File: src/rtl/tick_pkg.sv
package tick_pkg;
  localparam int unsigned CNT_W = 8;
  localparam int unsigned PS_W  = 3;
  localparam int unsigned PCW   = 2 ** PS_W;

  typedef struct packed {
    logic [PS_W-1:0] ratio;
    logic            fall_sel;
    logic            src_ext;
  } tick_ctl_t;

  localparam int unsigned CTL_W = $bits(tick_ctl_t);
endpackage

File: src/rtl/tick_edge_sync.sv
module tick_edge_sync (
  input  logic clk,
  input  logic rst_n,
  input  logic pin_i,
  output logic rise_o,
  output logic fall_o
);
  logic meta_q, sync_q, prev_q;

  always_ff @(posedge clk or negedge rst_n) begin
    if (!rst_n) begin
      meta_q <= 1'b0;
      sync_q <= 1'b0;
      prev_q <= 1'b0;
    end else begin
      meta_q <= pin_i;
      sync_q <= meta_q;
      prev_q <= sync_q;
    end
  end

  assign rise_o = sync_q & ~prev_q;
  assign fall_o = ~sync_q & prev_q;

  AST_EDGE_SINGLE: assert property (@(posedge clk) disable iff (!rst_n)
    (rise_o || fall_o) |=> !(rise_o || fall_o)) else $error("edge lasted two cycles");
endmodule

File: src/rtl/tick_prescale.sv
module tick_prescale #(
  parameter int unsigned PS_W = tick_pkg::PS_W,
  parameter int unsigned PCW  = tick_pkg::PCW
) (
  input  logic            clk,
  input  logic            rst_n,
  input  logic            evt_i,
  input  logic            clr_i,
  input  logic [PS_W-1:0] ratio_i,
  output logic            carry_o
);
  logic [PCW-1:0] pcnt_q, pcnt_d, mask;
  logic           pcnt_en;

  assign mask    = ~({PCW{1'b1}} << ({1'b0, ratio_i} + (PS_W+1)'(1)));
  assign carry_o = evt_i && !clr_i && ((pcnt_q & mask) == mask);
  assign pcnt_en = evt_i || clr_i;

  always_comb begin
    pcnt_d = pcnt_q;
    if (clr_i)      pcnt_d = '0;
    else if (evt_i) pcnt_d = pcnt_q + 1'b1;
  end

  always_ff @(posedge clk or negedge rst_n) begin
    if (!rst_n)       pcnt_q <= '0;
    else if (pcnt_en) pcnt_q <= pcnt_d;
  end

  AST_PS_CLEARED: assert property (@(posedge clk) disable iff (!rst_n)
    clr_i |=> (pcnt_q == '0)) else $error("prescaler not cleared");
  AST_PS_HOLD: assert property (@(posedge clk) disable iff (!rst_n)
    (!evt_i && !clr_i) |=> $stable(pcnt_q)) else $error("prescaler moved");
endmodule

File: src/rtl/tick_counter_top.sv
module tick_counter_top
  import tick_pkg::*;
(
  input  logic             clk,
  input  logic             rst_n,
  input  logic             tick_i,
  input  logic             ext_pin_i,
  input  logic             cnt_wr_i,
  input  logic             ctl_wr_i,
  input  logic [CNT_W-1:0] wdata_i,
  input  logic             ovf_clr_i,
  output logic [CNT_W-1:0] cnt_o,
  output logic [CNT_W-1:0] ctl_o,
  output logic             ovf_o
);
  tick_ctl_t        ctl_q, ctl_d;
  logic [CNT_W-1:0] cnt_q, cnt_d;
  logic             ovf_q, ovf_d;
  logic             rise, fall, ext_evt, src_evt, carry, wrap;

  tick_edge_sync u_sync (
    .clk    (clk),
    .rst_n  (rst_n),
    .pin_i  (ext_pin_i),
    .rise_o (rise),
    .fall_o (fall)
  );

  assign ext_evt = ctl_q.fall_sel ? fall : rise;
  assign src_evt = ctl_q.src_ext ? ext_evt : tick_i;

  tick_prescale #(.PS_W(PS_W), .PCW(PCW)) u_ps (
    .clk     (clk),
    .rst_n   (rst_n),
    .evt_i   (src_evt),
    .clr_i   (cnt_wr_i),
    .ratio_i (ctl_q.ratio),
    .carry_o (carry)
  );

  assign wrap = carry && (cnt_q == {CNT_W{1'b1}});

  always_comb begin
    ctl_d = ctl_q;
    if (ctl_wr_i) ctl_d = tick_ctl_t'(wdata_i[CTL_W-1:0]);
  end

  always_comb begin
    cnt_d = cnt_q;
    if (cnt_wr_i)   cnt_d = wdata_i;
    else if (carry) cnt_d = cnt_q + 1'b1;
  end

  always_comb begin
    ovf_d = ovf_q;
    if (wrap)           ovf_d = 1'b1;
    else if (ovf_clr_i) ovf_d = 1'b0;
  end

  always_ff @(posedge clk or negedge rst_n) begin
    if (!rst_n) begin
      ctl_q <= '0;
      cnt_q <= '0;
      ovf_q <= 1'b0;
    end else begin
      if (ctl_wr_i)           ctl_q <= ctl_d;
      if (cnt_wr_i || carry)  cnt_q <= cnt_d;
      if (wrap || ovf_clr_i)  ovf_q <= ovf_d;
    end
  end

  assign cnt_o = cnt_q;
  assign ctl_o = {{(CNT_W-CTL_W){1'b0}}, ctl_q};
  assign ovf_o = ovf_q;

  AST_LOAD_WINS: assert property (@(posedge clk) disable iff (!rst_n)
    cnt_wr_i |=> (cnt_o == $past(wdata_i))) else $error("load lost");
  AST_CNT_HOLD: assert property (@(posedge clk) disable iff (!rst_n)
    (!cnt_wr_i && !src_evt) |=> $stable(cnt_o)) else $error("count moved without event");
  AST_OVF_SET: assert property (@(posedge clk) disable iff (!rst_n)
    (carry && cnt_o == {CNT_W{1'b1}}) |=> ovf_o) else $error("wrap missed");
  AST_OVF_STICKY: assert property (@(posedge clk) disable iff (!rst_n)
    (ovf_o && !ovf_clr_i) |=> ovf_o) else $error("flag dropped");
endmodule

File: config.mk
export PLATFORM = sky130hd
export DESIGN_NAME = tick_counter_top
export DESIGN_NICKNAME = d
export VERILOG_FILES = /design/src/rtl/tick_pkg.sv /design/src/rtl/tick_edge_sync.sv /design/src/rtl/tick_prescale.sv /design/src/rtl/tick_counter_top.sv
export SDC_FILE = /design/constraint.sdc
export NUM_CORES = 1
export LEC_CHECK = 0
export ABC_AREA = 1
export BUFFER_PORTS_ARGS = -buffer_cell sky130_fd_sc_hd__clkbuf_2
export CORE_AREA = 2 2 64 66
export DETAILED_ROUTE_END_ITERATION = 12
export DIE_AREA = 0 0 66 68
export GPL_ROUTABILITY_DRIVEN = 0
export PLACE_DENSITY = 0.59
export SLEW_MARGIN = 15
export SYNTH_ARGS = -nofsm -noshare
export SYNTH_HDL_FRONTEND = slang
export SYNTH_SLANG_ARGS = --single-unit
File: constraint.sdc
create_clock -name clk -period 1.7 [get_ports clk]
set_input_delay 0.34 -clock clk [delete_from_list [all_inputs] [get_ports clk]]
set_output_delay 0.34 -clock clk [all_outputs]
set_load 0.01 [all_outputs]
### Word level (Yosys, flattened, before mapping)

Cells that the tools add are included.

* reduce and logical (&&, ||, !) cells: 13
* equality and inequality tests: 2
* bitwise operators: 6
* add/subtract/negate cells: 3
* shift operators: 1
* muxes and demuxes: 8

Operators by type and width (number)
* $mux W8: 4
* $add A8 B1 Y8 const B: 2
* $and A8 B8 Y8: 1
* $eq A8 B8 Y1: 1
* $eq A8 B8 Y1 const B: 1
* $not A8 Y8: 1
* $shl A8 B4 Y8 const A: 1
* $reduce_and A2 Y1: 3
* $reduce_bool A2 Y1: 3
* $add A3 B1 Y4 const B: 1
* $mux W1: 4
* $logic_and A1 B1 Y1: 3
* $logic_or A1 B1 Y1: 3
* $and A1 B1 Y1: 2
* $not A1 Y1: 2
* $logic_not A1 Y1: 1

* register bits: 25
* bits of input ports: 15
* output and inout port bits: 17

### Longest topological paths before layout

Gate-level depths: netlist of the first run.

* depth in word-level cells: 9
* depth in mapped cells: 12

### Cells and area by module

A second synthesis of the first run with hierarchy kept.

* cell total of the unflattened synthesis: 191
* area total of the unflattened synthesis: 1466.4 µm²

By module, submodules not included
* tick_counter_top: sequential area each 350.3 µm², area an instance 769.5 µm², cells each 91, times used 1
* tick_prescale: sequential area each 200.2 µm², area an instance 606.8 µm², cells each 93, times used 1
* tick_edge_sync: sequential area each 75.1 µm², area an instance 90.1 µm², cells each 7, times used 1

### Worst setup path before layout of the first run

No wires, ideal clock.

* path type: reg2reg
* from: reg ctl_q (netlist bit ctl_o[3])
* to: reg cnt_q[2] (netlist: cnt_o[2])
* setup time: 0.065 ns
* required time: 1.635 ns
* stages on the path, launching flop included: 12
* path slack: 0.043 ns
* data arrival time: 1.592 ns
* cell sequence: dfrtp_1 -> ha_1 -> ha_1 -> inv_1 -> nand2_1 -> a21oi_1 -> nand3_1 -> nor2_2 -> nand2_4 -> nand2_4 -> nand2_1 -> nand2_1

* word-level cells in the longest chain between the ends: 8
* elaborated cells on any way between the ends: 9

RTL lines
* start, declared: RTL line tick_counter_top.sv:16 `tick_ctl_t ctl_q, ctl_d;`
* start signal, assigned: RTL line tick_counter_top.sv:66 `if (ctl_wr_i) ctl_q <= ctl_d;`
* $add A3 B1 Y4 (*): RTL line tick_prescale.sv:15 `assign mask = ~({PCW{1'b1}} << ({1'b0, ratio_i} + (PS_W+1)'(1)));`
* $shl A8 B4 Y8 (*): RTL line tick_prescale.sv:15
* $not A8 Y8 (*): RTL line tick_prescale.sv:15
* $and A8 B8 Y8: RTL line tick_prescale.sv:16 `assign carry_o = evt_i && !clr_i && ((pcnt_q & mask) == mask);`
* $eq A8 B8 Y1 (*): RTL line tick_prescale.sv:16
* $logic_and A1 B1 Y1 (*): RTL line tick_prescale.sv:16
* $reduce_bool A2 Y1 (no source line) / $logic_or A1 B1 Y1 (equally long branches)
* $reduce_and A2 Y1 (no source line) (*)
* end signal, assigned: RTL line tick_counter_top.sv:67 `if (cnt_wr_i || carry) cnt_q <= cnt_d;`
* end, declared: RTL line tick_counter_top.sv:17 `logic [CNT_W-1:0] cnt_q, cnt_d;`

Every way passes the cells marked *; elsewhere a longest branch is shown, timed or not.
A chain may end at the register's enable or synchronous reset.

### Worst setup path after layout of the first run

* from: reg ctl_q (netlist bit ctl_o[3])
* to: reg cnt_q[1] (netlist: cnt_o[1])

The elaborated chain is that of the path after synthesis.

==> results.toml, run 1 <==
[outcome]
status = "complete, but fails checks"
violations = "setup timing"

[cts]
clockBufferDepth = 2
clock-sinks = 25
postCtsHoldBufs = 0
cts-root-buf = "clkbuf_8"
cts_max_level = 1
path_clk_slew_ns = 0.09
clkLatencyLatePin_ns = 0.28
numCtsBuffers = 3
cts_tree = "built"

[sta]
setup-violations-final = 2
layout_setup_ws_ns = -0.004993
fin_crit_sh_pct = 100.3
report.final.slew_viol_count = 0
tightest_slew_ns = 0.6517
finClkSkew_ns = 0.008394
setup_tns_ns = -0.007440
hold_viol_final = 0
max_freq_mhz = 586.5
max_slew_margin_pct = 56.56
min_period_ns = 1.705
rsz0062_at_grt = "true"

[global_route]
grt_pass1_wl_mm = 5.871
grt_pass1_vias = 1246
grt_max_degree = 26
antenna_found_initial = 0
grt.overflow.total = 0
grtUsageTotal_pct = 16.88

[floorplan]
start_util_pct = 37.80
ios = 32
core_area_sq_um = 3856
die_width_um = 66
die_h_um = 68
dieArea_sq_um = 4488
core.rowCount = 23

[detailed_routing]
route.detailed.drc = 0
drt-pass1-iter-count = 4
antenna_left = 0
routed_via_density = 4.721
dr.first_iter.drc_count = 97
finalWirelength_mm = 3.376
routedWlPerCell_um = 12.23
vias = 1303

[placement]
place_area_sq_um = 1669
hpwl_mm = 2.386
port_buffers = 28

[worst_setup_path]
cp_slowest_cell = "dfrtp_1"
reg2reg_to = "cnt_o[1]"
r2r-start = "ctl_o[3]"
slowest_delay_ns = 0.40
cpMostUsedCell = "nand2_2"
critPathCapture = "cnt_o[1]"
cp.depth = 11
cp_cell_sequence = "ha_2 > ha_4 > inv_2 > nand2_2 > a21oi_2 > nand3_2 > nor2_4 > nand2_4 > nand2_8 > nand2_2 > nand2_1"
critPathLaunchType = "flop"
cp.required_ns = 1.91
reg2reg_depth = 11
crit_path_end_kind = "flop"
worstPathMaxFanout = 8
critPathBufInv = 1
critPathTopFamily = "simple AND/OR/NAND/NOR gates"
reg2reg_slack_ns = -0.005
crit_start = "ctl_o[3]"
cp.arrival_ns = 1.92
crit_type = "reg -> reg"

[final_layout]
design_area_sq_um = 1792
antennaDiodeCount = 0
nNetsFinal = 246
fillers = 416
synthToLayoutAreaGrowth_pct = 22.92
drive_above_1_share_pct = 28.76

[logic_synthesis]
synth_seq_cells = 25
yosysWarnings = 0
yosysSeqAreaShare_pct = 42.92
syn-cell-area_sq_um = 1458
synth.avg_cell_area_sq_um = 7.672
syn-instance-count = 190
ys_types = 28

[pwr]
power_leakage_uw = 0.0009205
p_total_uw = 1402
irDropWorstVdd_mv = 0.5299
p_per_area_nw_per_um2 = 782.3

[min_path]
hold_class = "in -> async"

[run]
drv_cap = 0
[sequential cells by signal (all words and copies together) (netlist names)]
name / count
cnt_o: 8
u_sync.sync_q: 1
ctl_o: 5
u_ps.pcnt_q: 8
u_sync.meta_q: 1
ovf_o: 1
u_sync.prev_q: 1
[synthesized netlist by cell type]
cell,instances,share of area [%]
dfrtp_1,25,43
o2bb2ai_1,1,0.60
o21ai_1,1,0.34
conb_1,1,0.26
nand3_1,20,6.9
nor2_2,1,0.43
nor2_4,1,0.77
xnor2_1,1,0.60
buf_4,4,2.1
xor2_1,4,2.4
a31o_2,1,0.60
nor2_1,14,3.6
o21ai_0,14,4.8
nor3_2,1,0.69
inv_2,2,0.52
nor3_1,1,0.34
nand2_1,60,15
ha_1,4,3.4
nor3_4,1,1.1
clkbuf_1,1,0.26
inv_1,18,4.6
buf_2,2,0.69
a21oi_1,1,0.34
nand4_1,4,1.7
o21ai_2,1,0.60
nand2_4,2,1.5
mux2_2,2,1.5
o22ai_1,2,0.86
[placed cells by master, fill, tap and decap left out, types with 2 or more instances in the layout]
cell	netlist	layout
dfrtp_1	25	25
nor2_4	1	2
mux2_2	2	2
inv_1	18	17
o22ai_1	2	2
xor2_1	4	4
o21ai_0	14	14
clkbuf_8	0	3
inv_2	2	3
nand2_1	60	53
nand4_1	4	4
buf_4	4	8
ha_1	4	2
conb_1	1	3
clkbuf_2	0	28
nand2_2	0	8
nand3_1	20	19
nor2_1	14	14
[per-layer routing]
metal  global-route usage, %  up-vias  wire (um)
li1                        -      681          -
met4                   2.296        0         19
met5                       0        -          0
met3                   3.454        4        176
met1                   21.91      587       1561
met2                   29.92       31       1619
[through the flow]
stage	setup slack, ns	hold WS [ns]	util [%]	cells
after detailed placement	-0.02066	0.3470	43.28	269
after global placement	0.02548	0.3357	43.28	269
final	-0.004993	0.06895	46.46	276
after floorplan	0.04290	0.04441	-	192
after global routing	-0.1152	0.1322	46.46	276
after CTS	-0.02846	0.1002	45.72	275
[cell families (layout without fill, tap and decap cells)]
group | Yosys count | after routing | share of synthesized area, %
simple gates | 105 | 106 | 32.53
buf+inv | 27 | 60 | 8.154
flops | 25 | 25 | 42.92
compound gates | 21 | 21 | 8.154
xor+xnor | 5 | 5 | 3.004
fa+ha+maj | 4 | 4 | 3.434
mux | 2 | 2 | 1.545
other cells | 1 | 3 | 0.2573
[worst min path at each step]
| stage | to | slack, ns | cells after the start |
|---|---|---|---|
| final | ctl_o[4] | 0.07 | 1 |
| after global routing | u_ps.pcnt_q[3] | 0.13 | 1 |
| after CTS | u_ps.pcnt_q[3] | 0.10 | 1 |
| after detailed placement | u_sync.sync_q | 0.35 | 0 |
| after global placement | u_sync.sync_q | 0.34 | 0 |
| after floorplan | cnt_o[0] | 0.04 | 0 |
[layout make-up]
class / instances / area, sq um / share of cell area (%)
Sequential cell: 25 / 625.6 / 34.92
Inverter: 20 / 75.07 / 4.190
Clock inverter: 1 / 5.005 / 0.2793
Timing Repair Buffer: 36 / 200.2 / 11.17
Clock buffer: 3 / 41.29 / 2.304
Multi-Input combinational cell: 141 / 782.0 / 43.65
Tap cell: 50 / 62.56 / 3.492
[power breakdown]
group | internal, uW | switching [uW]
registers | 642 | 57.0
clock network | 165 | 200
logic | 139 | 199
total | 945 | 456
[repair_timing]
action,in CTS,in global routing
pin swaps,4,8
cloned,1,0
gates resized for setup,7,7
setup endpoints to repair,8,9
buffers inserted,1,1
Power figures use the tool's default switching activity.
==> inputs of run 2 (changes only) <==
Settings changed: BUFFER_PORTS_ARGS -buffer_cell sky130_fd_sc_hd__clkbuf_2 to -buffer_cell sky130_fd_sc_hd__buf_2.
==> run 2 against run 1 <==
The flow now finishes without violations. Design area shrank 1.8%. Power shrank 2.0%. Worst hold slack lost 0.019 ns. Critical endpoint is now cnt_o[4].
==> results.toml, run 2 (synthesis gave the netlist of run 1 again) <==
[outcome]
status = "finished clean"

[sta]
max_slew_margin_pct = 62.40
setup-violations-final = 0
tightest_slew_ns = 0.5641
finClkSkew_ns = 0.006362
holdWs_ns = 0.05042
rsz0062_at_grt = "true"
max_freq_mhz = 614.6
hold_viol_final = 0
fin_crit_sh_pct = 95.72
report.final.slew_viol_count = 0
min_period_ns = 1.627

[cts]
postCtsHoldBufs = 0
clock-sinks = 25
cts-root-buf = "clkbuf_8"
clockBufferDepth = 2
path_clk_slew_ns = 0.09
clkLatencyLatePin_ns = 0.27
cts_max_level = 1
cts_tree = "built"
numCtsBuffers = 3

[final_layout]
drive_above_1_share_pct = 24.44
final_common_cell = "nand2_1"
final_cell_mix = "nand2_1, buf_2, dfrtp_1"
antennaDiodeCount = 0
synthToLayoutAreaGrowth_pct = 20.69
design_area_sq_um = 1759
regArea_sq_um = 625.6
fin_util_pct = 45.62
nNetsFinal = 245
multi_input_area_sq_um = 758.2
fillers = 412

[detailed_routing]
drt-pass1-iter-count = 4
route.detailed.drc = 0
finalWirelength_mm = 3.231
vias = 1290
antenna_left = 0
routed_via_density = 4.691
dr.first_iter.drc_count = 60
routedWlPerCell_um = 11.75

[placement]
place_area_sq_um = 1669
port_buffers = 28
hpwl_mm = 2.379

[global_route]
busiest_layer = "met2"
grt_max_degree = 26
grtUsageTotal_pct = 15.87
use_met2_pct = 26.52
grt_pass1_vias = 1157
grt.overflow.total = 0
grt_pass1_wl_mm = 5.444
grt_util_met1_pct = 21.16
antenna_found_initial = 0
use_met3_pct = 3.947

[worst_setup_path]
worstPathMaxFanout = 8
cp_slowest_cell = "dfrtp_1"
critPathLaunchType = "flop"
crit_type = "reg -> reg"
cp.arrival_ns = 1.84
cp.required_ns = 1.91
critPathTopFamily = "simple AND/OR/NAND/NOR gates"
cpMostUsedCell = "nand2_1"
cp_cell_sequence = "ha_2 > ha_4 > inv_2 > nand2_1 > a21oi_1 > nand3_1 > nor2_4 > nand2_4 > nand2_8 > nand2_1 > nand2_1"
slowest_delay_ns = 0.39
crit_path_end_kind = "flop"
critPathBufInv = 1

[floorplan]
ios = 32
core_area_sq_um = 3856
die_h_um = 68
dieArea_sq_um = 4488
die_width_um = 66
core.rowCount = 23
start_util_pct = 37.80

[pwr]
power_leakage_uw = 0.0009089
irDropWorstVdd_mv = 0.4230
p_per_area_nw_per_um2 = 781.0

[run]
drv_cap = 0

[min_path]
hold_class = "in -> async"
-- run 2: changes by cell type in the layout (fill, tap and decap cells not counted), moves of 6 or more --
cell	change
clkbuf_2	-28
nand2_2	-6
buf_2	+28
nand2_1	+6
-- run 2: metrics by stage --
step / power [uW] / TNS [ns] / instances / setup slack (ns)
floorplan: 896.3 / 0 / 192 / 0.04290
global placement: 1016 / 0 / 269 / 0.02944
detailed placement: 1014 / -0.01700 / 269 / -0.009104
CTS: 1388 / 0 / 275 / 0.04516
global route: 1470 / -0.2225 / 275 / -0.04121
finish: 1374 / 0 / 275 / 0.07284
-- run 2: final timing paths --
check | cells after the start | start | slack, ns | to
hold reg to reg | 0 | u_sync.meta_q | 0.35 | u_sync.sync_q
min in group clk | 1 | ext_pin_i | 0.17 | u_sync.meta_q
hold / removal | 1 | rst_n | 0.05 | ctl_o[4]
setup reg to reg | 11 | ctl_o[2] | 0.07 | cnt_o[4]
setup / recovery | 11 | ctl_o[2] | 0.07 | cnt_o[4]
max in group asynchronous | 1 | rst_n | 1.27 | cnt_o[7]
-- run 2: area by class of cell --
class / instances / area share [%]
Clock buffer: 4 / 2.560
Inverter: 20 / 4.267
Multi-Input combinational cell: 141 / 43.10
Sequential cell: 25 / 35.56
Tap cell: 50 / 3.556
Timing Repair Buffer: 35 / 10.95
-- run 2: per-layer routing --
| layer | up-vias | share of wire (%) |
|---|---|---|
| met3 | 2 | 5.0 |
| met1 | 579 | 47 |
| met2 | 31 | 47 |
| met5 | - | 0 |
| li1 | 678 | - |
| met4 | 0 | 0.56 |
-- run 2: what timing repair did --
action	4_1_cts	5_1_grt
setup endpoints to repair	8	8
gates resized for setup	3	3
gates cloned	1	0
setup buffers	1	0
-- run 2: power by group --
group / internal [uW] / switching (uW)
Clock: 168 / 187
Sequential: 642 / 56.7
Combinational: 132 / 188
